==> config.mk <==
export PLATFORM = sky130hd
export DESIGN_NAME = tone_pwm_gen
export DESIGN_NICKNAME = d
export VERILOG_FILES = /design/src/rtl/tone_pkg.sv /design/src/rtl/tone_oct_map.sv /design/src/rtl/tone_prescaler.sv /design/src/rtl/tone_frame_core.sv /design/src/rtl/tone_pwm_gen.sv
export SDC_FILE = /design/constraint.sdc
export NUM_CORES = 1
export LEC_CHECK = 0
export BUFFER_PORTS_ARGS = -buffer_cell sky130_fd_sc_hd__buf_2
export CORE_MARGIN = 8
export CORE_UTILIZATION = 30
export DETAILED_ROUTE_END_ITERATION = 8
export PLACE_DENSITY = 0.46
export SLEW_MARGIN = 10
export SYNTH_ARGS = -nofsm -noshare
export SYNTH_HDL_FRONTEND = slang
export SYNTH_SLANG_ARGS = --single-unit
==> constraint.sdc <==
create_clock -name clk -period 5.1 [get_ports clk]
set_input_delay 0.255 -clock clk [delete_from_list [all_inputs] [get_ports clk]]
set_output_delay 0.255 -clock clk [all_outputs]
set_load 0.01 [all_outputs]
==> src/rtl/tone_pkg.sv <==
`timescale 1ns/1ps
package tone_pkg;
  typedef enum logic {
    MODE_ADAPTIVE = 1'b0,
    MODE_LOCKED   = 1'b1
  } tone_mode_e;
endpackage

==> src/rtl/tone_oct_map.sv <==
`timescale 1ns/1ps
// Maps a note request onto PWM resolution, step period and sample group size.
module tone_oct_map
  import tone_pkg::*;
#(
  parameter int SAMPLE_W = 8,
  parameter int OCT_W    = 4,
  parameter int DIV_W    = 8,
  parameter int FULL_OCT = 4,
  parameter int TOP_OCT  = 10,
  localparam int RES_W   = $clog2(SAMPLE_W + 1),
  localparam int PER_W   = DIV_W + FULL_OCT,
  localparam int GEXP_W  = $clog2(TOP_OCT + 1)
) (
  input  logic              mode_i,
  input  logic [OCT_W-1:0]  oct_i,
  input  logic [DIV_W-1:0]  div_i,
  output logic [RES_W-1:0]  res_o,
  output logic [PER_W-1:0]  per_o,
  output logic [GEXP_W-1:0] gexp_o
);
  localparam logic [OCT_W-1:0] OCT_TOP  = OCT_W'(TOP_OCT);
  localparam logic [OCT_W-1:0] OCT_KNEE = OCT_W'(FULL_OCT - 1);

  logic [OCT_W-1:0] oct_c;
  logic [OCT_W-1:0] drop;
  logic [PER_W-1:0] base;

  always_comb begin
    oct_c  = (oct_i > OCT_TOP) ? OCT_TOP : oct_i;
    base   = PER_W'(div_i) + PER_W'(1);
    drop   = '0;
    res_o  = RES_W'(SAMPLE_W);
    per_o  = base;
    gexp_o = '0;
    if (tone_mode_e'(mode_i) == MODE_LOCKED) begin
      gexp_o = GEXP_W'(TOP_OCT) - GEXP_W'(oct_c);
    end else if (oct_c < OCT_W'(FULL_OCT)) begin
      per_o = base << (OCT_KNEE - oct_c);
    end else begin
      drop = oct_c - OCT_KNEE;
      if (drop >= OCT_W'(SAMPLE_W)) begin
        res_o = RES_W'(1);
      end else begin
        res_o = RES_W'(SAMPLE_W) - RES_W'(drop);
      end
    end
  end
endmodule

==> src/rtl/tone_prescaler.sv <==
`timescale 1ns/1ps
// Step-rate clock enable: one tick every per_i clocks while running.
module tone_prescaler #(
  parameter int PER_W = 12
) (
  input  logic             clk,
  input  logic             rst_n,
  input  logic             run_i,
  input  logic [PER_W-1:0] per_i,
  output logic             tick_o
);
  logic [PER_W-1:0] pre_q, pre_d;

  always_comb begin
    tick_o = run_i && (pre_q == per_i - PER_W'(1));
    if (!run_i || tick_o) begin
      pre_d = '0;
    end else begin
      pre_d = pre_q + PER_W'(1);
    end
  end

  always_ff @(posedge clk or negedge rst_n) begin
    if (!rst_n) begin
      pre_q <= '0;
    end else begin
      pre_q <= pre_d;
    end
  end
endmodule

==> src/rtl/tone_frame_core.sv <==
`timescale 1ns/1ps
// Frame counter, configuration holding registers, sample capture and PWM compare.
module tone_frame_core #(
  parameter int SAMPLE_W = 8,
  parameter int RES_W    = 4,
  parameter int PER_W    = 12,
  parameter int GEXP_W   = 4,
  parameter int GRP_W    = 10
) (
  input  logic                clk,
  input  logic                rst_n,
  input  logic                tick_i,
  input  logic [SAMPLE_W-1:0] sample_i,
  input  logic [RES_W-1:0]    res_n_i,
  input  logic [PER_W-1:0]    per_n_i,
  input  logic [GEXP_W-1:0]   gexp_n_i,
  output logic                run_o,
  output logic                boundary_o,
  output logic [PER_W-1:0]    per_o,
  output logic [RES_W-1:0]    res_o,
  output logic [SAMPLE_W-1:0] thr_o,
  output logic [SAMPLE_W-1:0] cnt_o,
  output logic                pwm_o,
  output logic                req_o
);
  localparam logic [RES_W-1:0]    FULL_RES = RES_W'(SAMPLE_W);
  localparam logic [SAMPLE_W-1:0] ONES     = {SAMPLE_W{1'b1}};
  localparam logic [GRP_W-1:0]    GONES    = {GRP_W{1'b1}};

  logic                run_q;
  logic [SAMPLE_W-1:0] cnt_q, cnt_d, cnt_top;
  logic [RES_W-1:0]    res_q;
  logic [PER_W-1:0]    per_q;
  logic [GEXP_W-1:0]   gexp_q;
  logic [GRP_W-1:0]    grp_q, grp_d, grp_top;
  logic [SAMPLE_W-1:0] thr_q, thr_d;
  logic                pwm_q, pwm_d;
  logic                req_q;
  logic                frame_end, boundary, take;
  logic                cfg_en, cnt_en, thr_en, grp_en;

  // next-state logic
  always_comb begin
    cnt_top   = ONES >> (FULL_RES - res_q);
    grp_top   = GONES >> (GEXP_W'(GRP_W) - gexp_q);
    frame_end = tick_i && (cnt_q == cnt_top);
    boundary  = frame_end || !run_q;
    take      = boundary && (!run_q || (grp_q >= grp_top) || (res_n_i != res_q));
    cfg_en    = boundary;
    cnt_en    = tick_i || boundary;
    thr_en    = take;
    grp_en    = take || frame_end;
    cnt_d     = boundary ? '0 : cnt_q + SAMPLE_W'(1);
    grp_d     = take ? '0 : grp_q + GRP_W'(1);
    thr_d     = take ? SAMPLE_W'(sample_i >> (FULL_RES - res_n_i)) : thr_q;
    pwm_d     = (cnt_en ? cnt_d : cnt_q) < thr_d;
  end

  // registers
  always_ff @(posedge clk or negedge rst_n) begin
    if (!rst_n) begin
      run_q  <= 1'b0;
      cnt_q  <= '0;
      res_q  <= FULL_RES;
      per_q  <= PER_W'(1);
      gexp_q <= '0;
      grp_q  <= '0;
      thr_q  <= '0;
      pwm_q  <= 1'b0;
      req_q  <= 1'b0;
    end else begin
      run_q <= 1'b1;
      pwm_q <= pwm_d;
      req_q <= take;
      if (cnt_en) begin
        cnt_q <= cnt_d;
      end
      if (cfg_en) begin
        res_q  <= res_n_i;
        per_q  <= per_n_i;
        gexp_q <= gexp_n_i;
      end
      if (grp_en) begin
        grp_q <= grp_d;
      end
      if (thr_en) begin
        thr_q <= thr_d;
      end
    end
  end

  assign run_o      = run_q;
  assign boundary_o = boundary;
  assign per_o      = per_q;
  assign res_o      = res_q;
  assign thr_o      = thr_q;
  assign cnt_o      = cnt_q;
  assign pwm_o      = pwm_q;
  assign req_o      = req_q;
endmodule

==> src/rtl/tone_pwm_gen.sv <==
`timescale 1ns/1ps
// Octave-adaptive PWM tone generator, top level.
module tone_pwm_gen #(
  parameter int SAMPLE_W = 8,
  parameter int OCT_W    = 4,
  parameter int DIV_W    = 8,
  parameter int FULL_OCT = 4,
  parameter int TOP_OCT  = 10
) (
  input  logic                clk,
  input  logic                rst_n,
  input  logic                tone_mode,
  input  logic [OCT_W-1:0]    oct_sel,
  input  logic [DIV_W-1:0]    fine_div,
  input  logic [SAMPLE_W-1:0] sample_in,
  output logic                pwm_out,
  output logic                sample_req
);
  localparam int RES_W  = $clog2(SAMPLE_W + 1);
  localparam int PER_W  = DIV_W + FULL_OCT;
  localparam int GEXP_W = $clog2(TOP_OCT + 1);
  localparam int GRP_W  = TOP_OCT;

  logic                rst_meta, rst_sync_n;
  logic [RES_W-1:0]    res_n, cur_res;
  logic [PER_W-1:0]    per_n, cur_per;
  logic [GEXP_W-1:0]   gexp_n;
  logic [SAMPLE_W-1:0] cur_thr, cur_cnt;
  logic                run, tick, boundary;

  // asynchronous assert, synchronous release
  always_ff @(posedge clk or negedge rst_n) begin
    if (!rst_n) begin
      rst_meta   <= 1'b0;
      rst_sync_n <= 1'b0;
    end else begin
      rst_meta   <= 1'b1;
      rst_sync_n <= rst_meta;
    end
  end

  tone_oct_map #(
    .SAMPLE_W(SAMPLE_W), .OCT_W(OCT_W), .DIV_W(DIV_W),
    .FULL_OCT(FULL_OCT), .TOP_OCT(TOP_OCT)
  ) u_map (
    .mode_i (tone_mode),
    .oct_i  (oct_sel),
    .div_i  (fine_div),
    .res_o  (res_n),
    .per_o  (per_n),
    .gexp_o (gexp_n)
  );

  tone_prescaler #(.PER_W(PER_W)) u_pre (
    .clk    (clk),
    .rst_n  (rst_sync_n),
    .run_i  (run),
    .per_i  (cur_per),
    .tick_o (tick)
  );

  tone_frame_core #(
    .SAMPLE_W(SAMPLE_W), .RES_W(RES_W), .PER_W(PER_W),
    .GEXP_W(GEXP_W), .GRP_W(GRP_W)
  ) u_core (
    .clk        (clk),
    .rst_n      (rst_sync_n),
    .tick_i     (tick),
    .sample_i   (sample_in),
    .res_n_i    (res_n),
    .per_n_i    (per_n),
    .gexp_n_i   (gexp_n),
    .run_o      (run),
    .boundary_o (boundary),
    .per_o      (cur_per),
    .res_o      (cur_res),
    .thr_o      (cur_thr),
    .cnt_o      (cur_cnt),
    .pwm_o      (pwm_out),
    .req_o      (sample_req)
  );
endmodule

======== After elaboration in Yosys (flattened, before gate mapping) ========
Index checks and enable logic that the tools add are counted.
operators by class
  add/sub/neg operators ................... 12
  magnitude comparators ................... 5
  equality and inequality tests ........... 3
  shift-type cells ........................ 4
  muxes and demuxes ....................... 12
  reduce and logical (&&, ||, !) cells .... 10
operators by type and width
  operator                                                                       number
  12-bit 2-to-1 mux                                                              3
  8-bit 2-to-1 mux                                                               3
  4-bit 2-to-1 mux                                                               5
  4-bit subtractor (first input constant)                                        5
  12-bit by 1-bit adder with 12-bit output (second input constant)               1
  12-bit equality test                                                           1
  12-bit by 4-bit left shift with 12-bit output                                  1
  12-bit by 1-bit subtractor with 12-bit output (second input constant)          1
  10-bit by 1-bit adder with 10-bit output (second input constant)               1
  10-bit greater-or-equal comparator                                             1
  10-bit 2-to-1 mux                                                              1
  10-bit by 4-bit >> shifter with 10-bit output (first input constant)           1
  8-bit by 1-bit adder with 9-bit output (second input constant)                 1
  8-bit by 1-bit adder with 8-bit output (second input constant)                 1
  8-bit equality test                                                            1
  8-bit less-than comparator                                                     1
  8-bit by 4-bit >> shifter with 8-bit output                                    1
  8-bit by 4-bit >> shifter with 8-bit output (first input constant)             1
  1-bit logical OR                                                               6
  4-bit greater-or-equal comparator (second input constant)                      1
  4-bit greater-than comparator (second input constant)                          1
  4-bit by 3-bit less-than comparator with 1-bit output (second input constant)  1
  4-bit != test                                                                  1
  2-bit by 4-bit subtractor with 4-bit output (first input constant)             1
  3 further kinds                                                                5
storage, ports and cells
  register bits after elaboration ......... 63
  bits of input ports ..................... 23
  output and inout port bits .............. 2
  word-level logic and storage cells ...... 58

======== Logic depth before layout (Yosys ltp) ========
Gate-level depths: netlist of run 1.
  word-level depth ........................ 12
  depth in mapped cells ................... 22

======== Modules after synthesis ========
From an unflattened synthesis of run 1, not the netlist that was laid out.
second synthesis, totals
  cells, all modules ...................... 587
  area, all modules ....................... 5,185.0 um^2
by module, submodules not included
  module           times used  cells each  area each (um^2)
  tone_frame_core  1           318         3,133.0
  tone_prescaler   1           117         1,024.7
  tone_oct_map     1           149         973.4
  tone_pwm_gen     1           3           53.8

======== Worst setup path after synthesis of run 1 ========
OpenSTA, ideal clock, no wires.
  path type ............................... register to register
  start point ............................. reg u_core.gexp_q[0]
  end point ............................... reg u_core.pwm_q (netlist: u_core.pwm_o)
  setup time .............................. 104 ps
  arrival time ............................ 3,880 ps
  required time ........................... 4,996 ps
  path slack .............................. 1,116 ps
  stages on the path, launching flop included .. 18
  path buffers ............................ 1
  path through ............................ dfrtp_1 ha_1 inv_1 ha_1 or3_1 ha_1 nand4_1 o311ai_0 o21a_1 buf_4 mux2_2 inv_1 ha_1 a21oi_1 nor2_1 nor2_1 o21ai_0 o41ai_2
on the way
  longest elaborated chain between the ends .. 8
RTL lines
  element                                        RTL line               text
  start, declared                                tone_frame_core.sv:34  logic [GEXP_W-1:0] gexp_q;
  start signal, assigned                         tone_frame_core.sv:81  gexp_q <= gexp_n_i;
  4-bit subtractor                               tone_frame_core.sv:45  grp_top = GONES >> (GEXP_W'(GRP_W) - gexp_q);
  10-bit by 4-bit >> shifter with 10-bit output  tone_frame_core.sv:45
  10-bit greater-or-equal comparator             tone_frame_core.sv:48  take = boundary && (!run_q || (grp_q >= grp_top) || (res_n_i != res_q));
  1-bit logical OR (2 in a row)                  tone_frame_core.sv:48
  1-bit logical AND                              tone_frame_core.sv:48
  8-bit 2-to-1 mux                               tone_frame_core.sv:55  thr_d = take ? SAMPLE_W'(sample_i >> (FULL_RES - res_n_i)) : thr_q;
  8-bit less-than comparator                     tone_frame_core.sv:56  pwm_d = (cnt_en ? cnt_d : cnt_q) < thr_d;
  named net u_core.pwm_d                         tone_frame_core.sv:37  logic pwm_q, pwm_d;
  end signal, assigned                           tone_frame_core.sv:73  pwm_q <= pwm_d;
  end, declared                                  tone_frame_core.sv:37
The timed path passes the listed nets, and every way through them passes these cells.
A chain may end at the register's enable or synchronous reset.

======== Worst setup path in the final report of run 1 ========
  start point ............................. reg u_core.per_q[0] (netlist: u_core.per_o[0])
  end point ............................... reg u_core.pwm_q (netlist: u_core.pwm_o)
on the way
  longest elaborated chain between the ends .. 8
RTL lines
  element                                            RTL line                                      text
  start, declared                                    tone_frame_core.sv:33                         logic [PER_W-1:0] per_q;
  start signal, assigned                             tone_frame_core.sv:80                         per_q <= per_n_i;
  12-bit by 1-bit subtractor with 12-bit output (*)  tone_prescaler.sv:15                          tick_o = run_i && (pre_q == per_i - PER_W'(1));
  12-bit equality test (*)                           tone_prescaler.sv:15
  1-bit logical AND (*)                              tone_prescaler.sv:15
  1-bit logical AND                                  tone_frame_core.sv:46                         frame_end = tick_i && (cnt_q == cnt_top);
  1-bit logical OR                                   tone_frame_core.sv:47                         boundary = frame_end || !run_q;
  8-bit 2-to-1 mux, or another cell as far along     tone_frame_core.sv:53                         cnt_d = boundary ? '0 : cnt_q + SAMPLE_W'(1);
  8-bit 2-to-1 mux (on tied branches)                tone_frame_core.sv:56, tone_frame_core.sv:55
  8-bit less-than comparator (*)                     tone_frame_core.sv:56
  named net u_core.pwm_d                             tone_frame_core.sv:37
The timed path passes the listed nets; every way through them passes the cells marked *.

==> impl_metrics.ini, run 1 <==
[clocking]
htreeDepth = 3
clk_path_buf_depth = 2
cts_root_buf = clkbuf_16
clk_latency_ns = 0.33
cts_tree = done
clock_sinks = 63
clk_pin_slew_ns = 0.05
cts_buffers = 9
post_cts_buffers = 0

[routing]
drc = 0
first_pass_iters = 5
antenna_left = 0
viasPerCell = 5.202
drt-total-wl_um = 11540
drt_iter0_drc = 197
drt-wirelength-per-cell_um = 15.14
vias = 3964

[die]
fp.dieH_um = 140.9
rows = 45
dieArea_mm2 = 0.01985
coreArea_mm2 = 0.01520
initial_core_util = 0.3077
boundaryPins = 25
fp.dieW_um = 140.9

[sta]
fin_setup_tns_ns = 0
drv_slew = 0
rsz0062_at_grt = no
tightestPinTransition_ns = 0.9366
max_slew_margin = 0.3708
setup_viol_count_final = 0
period_needed_ns = 4.335
timing.fmax_ghz = 0.2307
skew_ns = 0.005380
period_share = 0.8499
finalHoldViolCount = 0

[placed_design]
portBuffers = 24
gp_congestion = 0.8459
dpl_cell_area_mm2 = 0.004990
hpwl_um = 8879

[outcome]
status = complete, no violations

[global_route]
grt_pass1_vias = 3877
antenna_found_initial = 0
grt_pass1_wl_um = 19290
grt_max_degree = 38
overflow = 0
grtUsageTotal = 0.1191

[power]
ir_worst_vdd_mv = 0.1880
p_seq_frac = 0.367
clkPwrFrac = 0.431
p_sw_uw = 438.6
internal_power_mw = 1.124
comb_power_share = 0.202
cellPowerDensity_mw_per_mm2 = 293.0
cellLeakagePower_nw = 2.273
p_sw_frac = 0.2807

[logic_synthesis]
postSynthCellCount = 549
syn_area_mm2 = 0.004678
ys_ff_latch = 63
synth-edff-count = 0
ys_seq_area_frac = 0.3375
avgSynthCellArea_um2 = 8.521
async_reset_ff_frac = 1.000
synthFlopType = dfrtp_1
yosysUniqueCellTypes = 66
yosysWarnings = 0

[final_layout]
fin_nets = 623
final_cell_mix = dfrtp_1, nand2_1, nor2_1
nFillCells = 1583
n_antenna_cell = 0
design_area_mm2 = 0.005333
utilization = 0.3508
layout_commonest_cell = dfrtp_1
drive_gt1_frac = 0.1220
syn_to_final_growth_pct = 13.99

[worst_setup_path]
worstReg2RegStart = u_core.per_o[0]$_DFFE_PN1P_
crit_start = u_core.per_o[0]$_DFFE_PN1P_
crit_type = register to register
cp_max_fo = 11
end_kind = register
cp.arrival_ns = 4.56
cp-endpoint = u_core.pwm_o$_DFF_PN0_
r2r_end = u_core.pwm_o$_DFF_PN0_
r2r_setup_slack_ns = 0.77
r2r_cells = 15
startpoint_type = register
critical_path_required_ns = 5.33

[worst_hold_path]
min_from = oct_sel[0]
min_path_type = input pin to register

[job]
cap_violations = 0
==> per-stage QoR <==
step | setup WS [ns] | hold slack, ns | instances | total power, mW
after floorplan | 1.116 | -0.04059 | 550 | 0.8143
after detailed placement | 0.7408 | 0.04228 | 745 | 0.8987
final | 0.7654 | 0.1950 | 762 | 1.563
after global routing | 0.3642 | 0.1950 | 762 | 1.651
after CTS | 0.7283 | 0.1838 | 762 | 1.584
after global placement | 0.8167 | 0.03950 | 745 | 0.8947
==> worst max-delay path, stage by stage, from the launching register on <==
cell	delay, ns
dfstp_2	0.59
inv_1	0.08
ha_1	0.28
or3_1	0.39
a31oi_1	0.22
o211ai_1	0.26
nor4_4	0.60
o21a_1	0.44
mux2_2	0.40
inv_1	0.06
ha_1	0.23
a21oi_1	0.15
nor2_1	0.05
nor2_1	0.07
o21ai_0	0.13
o41ai_2	0.28
==> worst min path at each step <==
stage	endpoint	cells past startpoint	slack, ns
finish	u_core.per_o[11]$_DFFE_PN0P_	2	0.20
global route	u_core.per_o[11]$_DFFE_PN0P_	2	0.20
CTS	u_core.per_o[11]$_DFFE_PN0P_	2	0.18
detailed placement	rst_meta$_DFF_PN0_	1	0.04
global placement	rst_meta$_DFF_PN0_	1	0.04
floorplan	rst_meta$_DFF_PN0_	0	-0.04
==> cell usage after synthesis (6+ instances only) <==
master	number	share of area
clkbuf_1	14	0.011
nand3_1	27	0.029
xor2_1	23	0.043
xnor2_1	25	0.047
or3_1	11	0.015
nor3_1	9	0.0096
inv_1	28	0.022
o21ai_0	38	0.041
mux2i_1	11	0.024
mux2_2	7	0.017
nand4_1	12	0.016
and3_1	12	0.016
o211ai_1	7	0.011
o31ai_1	6	0.0096
ha_1	31	0.083
buf_2	7	0.0075
nand2_1	54	0.043
nand2b_1	9	0.012
nor2b_1	8	0.011
a21oi_1	28	0.030
nor2_1	51	0.041
dfrtp_1	61	0.33
==> power groups by stage <==
stage	clock [mW]	combinational (mW)	sequential, mW
final	0.674	0.315	0.574
after global placement	0	0.313	0.581
after global routing	0.708	0.362	0.580
after CTS	0.691	0.318	0.574
after detailed placement	0	0.316	0.582
after floorplan	0	0.247	0.567
==> sequential cells by signal (all words and copies together) (netlist names), 4 cells and up <==
| name | cells |
|---|---|
| u_core.gexp_q | 4 |
| u_core.per_o | 12 |
| u_core.thr_o | 8 |
| u_pre.pre_q | 12 |
| u_core.grp_q | 10 |
| u_core.cnt_o | 8 |
| u_core.res_o | 4 |
==> metal layers <==
layer | track usage | vias up | wire, um
met5 | 0 | - | 0
met4 | 0.03620 | 0 | 204
met3 | 0.02330 | 15 | 292
met2 | 0.2092 | 70 | 5774
met1 | 0.1440 | 1880 | 5266
li1 | - | 1999 | -
==> cells by family (layout without fill, tap and decap cells) <==
group / after synthesis / in the layout / synth area share
fa+ha+maj: 31 / 31 / 0.08291
compound gates: 117 / 117 / 0.1594
simple gates: 216 / 216 / 0.2327
xor+xnor: 48 / 48 / 0.08986
mux: 20 / 20 / 0.05001
other cells: 1 / 2 / 0.0008016
buf+inv: 53 / 77 / 0.04680
flops: 63 / 63 / 0.3375
==> area by class of cell <==
| cell class | count | area, um^2 | area share |
|---|---|---|---|
| clock inverters | 5 | 80.08 | 0.01502 |
| flip-flops and latches | 63 | 1580 | 0.2963 |
| well taps | 188 | 235.2 | 0.04411 |
| repair buffers | 33 | 190.2 | 0.03566 |
| inverters | 28 | 105.1 | 0.01971 |
| clock buffers | 11 | 252.7 | 0.04740 |
| multi-input cells | 434 | 2889 | 0.5418 |
==> timing repair <==
action	CTS	global route
gates resized for setup	0	0
hold buffers	1	0
hold endpoints to repair	2	0
Power figures use the tool's default switching activity.
==> inputs of run 2 (changes only) <==
==> constraint.sdc (replaced) <==
create_clock -name clk -period 4.3 [get_ports clk]
set_input_delay 0.215 -clock clk [delete_from_list [all_inputs] [get_ports clk]]
set_output_delay 0.215 -clock clk [all_outputs]
set_load 0.01 [all_outputs]
==> impl_metrics.ini, run 2 (synthesis gave the netlist of run 1 again) <==
[outcome]
status = complete, no violations

[global_route]
overflow = 0
grtUsageTotal = 0.1281
grt_pass1_vias = 4053
grt_pass1_wl_um = 20440
grt_max_degree = 37
antenna_found_initial = 0

[clocking]
post_cts_buffers = 0
cts_tree = done
clk_pin_slew_ns = 0.05
cts_root_buf = clkbuf_16
cts_buffers = 9
clk_path_buf_depth = 2
clk_latency_ns = 0.34
clock_sinks = 63
htreeDepth = 3

[sta]
skew_ns = 0.005237
period_needed_ns = 4.033
setup_viol_count_final = 0
drv_slew = 0
timing.fmax_ghz = 0.2480
tightestPinTransition_ns = 0.9421
max_slew_margin = 0.3671
finalHoldViolCount = 0
fin_setup_tns_ns = 0
rsz0062_at_grt = no
period_share = 0.9379

[die]
boundaryPins = 25
initial_core_util = 0.3077
dieArea_mm2 = 0.01985
rows = 45
fp.dieW_um = 140.9
fp.dieH_um = 140.9
coreArea_mm2 = 0.01520

[power]
cellPowerDensity_mw_per_mm2 = 330.5
ir_worst_vdd_mv = 0.1663
cellLeakagePower_nw = 2.291
p_total_mw = 1.770

[placed_design]
gp_congestion = 0.8136
portBuffers = 24
hpwl_um = 9109

[final_layout]
n_antenna_cell = 0
layout_commonest_cell = dfrtp_1
fin_nets = 629
nFillCells = 1550
drive_gt1_frac = 0.1315
final_cell_mix = dfrtp_1, nand2_1, nor2_1
syn_to_final_growth_pct = 14.44

[worst_setup_path]
startpoint_type = register
critical_path_required_ns = 4.53
cp.arrival_ns = 4.26
cp_max_fo = 7
crit_type = register to register
end_kind = register

[routing]
vias = 3978
drt_iter0_drc = 250
antenna_left = 0
drc = 0
drt-total-wl_um = 11990
first_pass_iters = 4
viasPerCell = 5.193
drt-wirelength-per-cell_um = 15.65

[job]
cap_violations = 0

[worst_hold_path]
min_path_type = input pin to register
-- run 2: cell types whose count changed in the layout (fill, tap and decap cells not counted), sizes merged --
cell	change
buf	+6
clkbuf	+3
bufinv	-2
clkinvlp	-2
clkinv	-1
-- run 2: per-layer routing --
layer | global-route usage | vias to the layer above | wire [um]
met2 | 0.2250 | 42 | 6017
met5 | 0 | - | 0
li1 | - | 2003 | -
met1 | 0.1520 | 1921 | 5498
met4 | 0.03281 | 0 | 140
met3 | 0.03342 | 12 | 332
-- run 2: path summary, 6_finish.rpt --
check | from | endpoint | slack (ns) | cells past startpoint
worst max register to register | u_core.gexp_q[0]$_DFFE_PN0P_ | u_core.pwm_o$_DFF_PN0_ | 0.27 | 16
worst min-delay path | oct_sel[0] | u_core.per_o[11]$_DFFE_PN0P_ | 0.14 | 2
worst min register to register | rst_sync_n$_DFF_PN0_ | u_core.cnt_o[5]$_DFF_PN0_ | 0.29 | 0
min in group asynchronous | rst_n | rst_meta$_DFF_PN0_ | 0.19 | 2
max in group asynchronous | rst_sync_n$_DFF_PN0_ | u_core.per_o[0]$_DFFE_PN1P_ | 3.08 | 1
worst max-delay path | u_core.gexp_q[0]$_DFFE_PN0P_ | u_core.pwm_o$_DFF_PN0_ | 0.27 | 16
-- run 2: timing repair --
item / 4_1_cts / 5_1_grt
hold endpoints to repair: 2 / 0
hold buffers: 1 / 0
resized for setup: 0 / 6
setup endpoints to repair: 0 / 1
-- run 2: per-stage QoR --
stage / util / setup slack, ns / hold WS (ns) / cells / cell area [um^2]
floorplan: - / 0.3160 / -0.08059 / 550 / 4682
global placement: 0.3312 / 0.2274 / -0.0003778 / 751 / 5035
detailed placement: 0.3312 / 0.1366 / 0.001325 / 751 / 5035
CTS: 0.3505 / 0.09609 / 0.1354 / 766 / 5329
global route: 0.3522 / 0.008899 / 0.1496 / 766 / 5354
finish: 0.3522 / 0.2669 / 0.1423 / 766 / 5354
-- run 2: area by class of cell --
class                   instances  area [um^2]  share of cell area
repair buffers                 39        239.0             0.04464
clock buffers                  14        284.0             0.05305
well taps                     188        235.2             0.04394
inverters                      28        105.1             0.01963
multi-input cells             434         2910              0.5436
flip-flops and latches         63         1580              0.2952
-- run 2: critical path, cell delays in order, from the launching register on --
cell,delay (ns)
dfrtp_1,0.41
ha_1,0.22
inv_1,0.06
ha_1,0.26
or3_1,0.39
ha_1,0.30
nand4_1,0.12
o311ai_0,0.45
o21a_2,0.33
mux2_2,0.37
inv_1,0.06
ha_1,0.23
a21oi_1,0.17
nor2_1,0.06
nor2_1,0.07
o21ai_0,0.12
o41ai_2,0.31
-- run 2: report_power, final --
part	internal, mW	switching [mW]
Sequential	0.635	0.0403
Combinational	0.172	0.227
Clock	0.446	0.250
==> inputs of run 3 (changes only) <==
==> constraint.sdc (replaced) <==
create_clock -name clk -period 4.3 [get_ports clk]
set_input_delay 0.43 -clock clk [delete_from_list [all_inputs] [get_ports clk]]
set_output_delay 0.43 -clock clk [all_outputs]
set_load 0.01 [all_outputs]
==> impl_metrics.ini, run 3 (synthesis gave the netlist of run 1 again) <==
[routing]
first_pass_iters = 4
drc = 0
drt-total-wl_um = 11560
drt_iter0_drc = 214
wl_met1_um = 5260
highest_layer = met4
vias = 3986
viasPerCell = 5.170
drt-wirelength-per-cell_um = 15.00
wl_met3_um = 330
antenna_left = 0
wl_met2_um = 5878

[worst_setup_path]
r2r_setup_slack_ns = 0.34
cp_cell_sequence = inv_1 -> ha_1 -> nand2b_1 -> nor4_1 -> o211a_1 -> o311ai_1 -> or3_1 -> o21ai_2 -> nor2_1 -> ha_1 -> a21o_1 -> a21oi_1 -> o21ai_0 -> o41ai_2
critical_path_required_ns = 4.53
r2r_cells = 14
slowest_delay_ns = 0.81
cp_max_fo = 7
end_kind = register
r2r_end = u_core.pwm_o$_DFF_PN0_
startpoint_type = register
worstReg2RegStart = u_core.per_o[0]$_DFFE_PN1P_
path_common_cell = ha_1
slowest_stage = o311ai_1
crit_type = register to register
cp.arrival_ns = 4.19

[die]
fp.dieW_um = 140.9
initial_core_util = 0.3077
fp.dieH_um = 140.9
coreArea_mm2 = 0.01520
rows = 45
dieArea_mm2 = 0.01985
boundaryPins = 25

[sta]
timing.fmax_ghz = 0.2526
skew_ns = 0.01285
finalHoldViolCount = 0
tightestPinTransition_ns = 0.9519
max_slew_margin = 0.3554
rsz0062_at_grt = no
holdWs_ns = 0.2656
setup_viol_count_final = 0
drv_slew = 0
period_share = 0.9206
fin_setup_tns_ns = 0
period_needed_ns = 3.958

[clocking]
htreeDepth = 3
clk_path_buf_depth = 2
clk_pin_slew_ns = 0.06
cts_tree = done
cts_buffers = 9
clock_sinks = 63
cts_root_buf = clkbuf_16
clk_latency_ns = 0.33

[job]
cap_violations = 0

[placed_design]
portBuffers = 24
gp_congestion = 0.8245
hpwl_um = 8886
placed_cells = 751

[global_route]
overflow = 0
grt_pass1_wl_um = 19780
grt_pass1_vias = 3973
grtUsageTotal = 0.1229
grt_max_degree = 39
antenna_found_initial = 0

[power]
clkPwrFrac = 0.400
comb_power_share = 0.223
p_total_mw = 1.787
p_sw_uw = 518.9
cellLeakagePower_nw = 2.306
internal_power_mw = 1.269
p_sw_frac = 0.2903
cellPowerDensity_mw_per_mm2 = 332.5
p_seq_frac = 0.377
ir_worst_vdd_mv = 0.2167

[final_layout]
fin_nets = 632
n_antenna_cell = 0
layout_commonest_cell = dfrtp_1
drive_gt1_frac = 0.1338
final_cell_mix = dfrtp_1, nand2_1, nor2_1
nFillCells = 1586
syn_to_final_growth_pct = 14.92
fin_cells = 771

[worst_hold_path]
min_path_type = register to asynchronous set/reset pin

[outcome]
status = complete, no violations
[run 3: per-stage QoR]
step	utilization	cell area, um^2	worst slack (ns)
floorplan	-	4682	0.3160
detailed placement	0.3312	5035	0.2303
finish	0.3537	5376	0.3416
CTS	0.3510	5336	0.2120
global placement	0.3312	5035	0.3104
global route	0.3537	5376	0.009125
[run 3: what timing repair did]
item / 4_1_cts / 5_1_grt
gates resized for setup: 0 / 4
setup buffers: 0 / 2
setup endpoints to repair: 0 / 1
endpoints found under the hold margin: 2 / 0
hold buffers: 1 / 0
[run 3: layout make-up]
type | instances | area [um^2] | share of cell area
timing repair buffer | 41 | 250.2 | 0.04654
tap | 188 | 235.2 | 0.04375
clock buffer | 12 | 246.5 | 0.04585
multi-input combinational | 435 | 2914 | 0.5420
clock inverter | 4 | 45.04 | 0.008378
inverter | 28 | 105.1 | 0.01955
sequential | 63 | 1580 | 0.2939
[run 3: critical path, delay by kind of cell, from the launching register on]
kind | cells | cell delay [ns]
fa+ha+maj | 2 | 0.56
compound gates | 7 | 1.86
simple gates | 4 | 0.76
flops | 1 | 0.59
buf+inv | 1 | 0.08
[run 3: power groups by stage]
stage | sequential, mW | combinational (mW) | clock (mW)
2_1_floorplan | 0.672 | 0.293 | 0
3_3_place_gp | 0.683 | 0.389 | 0
3_5_place_dp | 0.685 | 0.392 | 0
4_1_cts | 0.675 | 0.395 | 0.741
5_1_grt | 0.681 | 0.454 | 0.771
6_report | 0.674 | 0.398 | 0.715
[run 3: worst max-delay path by stage]
stage	startpoint	to	cells after the start
2_1_floorplan	u_core.gexp_q[0]$_DFFE_PN0P_	u_core.pwm_o$_DFF_PN0_	17
6_report	u_core.per_o[0]$_DFFE_PN1P_	u_core.pwm_o$_DFF_PN0_	14
3_3_place_gp	u_core.gexp_q[0]$_DFFE_PN0P_	u_core.pwm_o$_DFF_PN0_	19
4_1_cts	u_core.gexp_q[0]$_DFFE_PN0P_	u_core.pwm_o$_DFF_PN0_	16
5_1_grt	u_core.gexp_q[1]$_DFFE_PN0P_	u_core.pwm_o$_DFF_PN0_	19
3_5_place_dp	u_core.gexp_q[0]$_DFFE_PN0P_	u_core.pwm_o$_DFF_PN0_	19
[run 3: per-layer routing]
| metal | vias to the layer above | global-route usage |
|---|---|---|
| met5 | - | 0 |
| met4 | 0 | 0.02771 |
| met3 | 8 | 0.03342 |
| met2 | 35 | 0.2100 |
| met1 | 1929 | 0.1509 |
| li1 | 2014 | - |
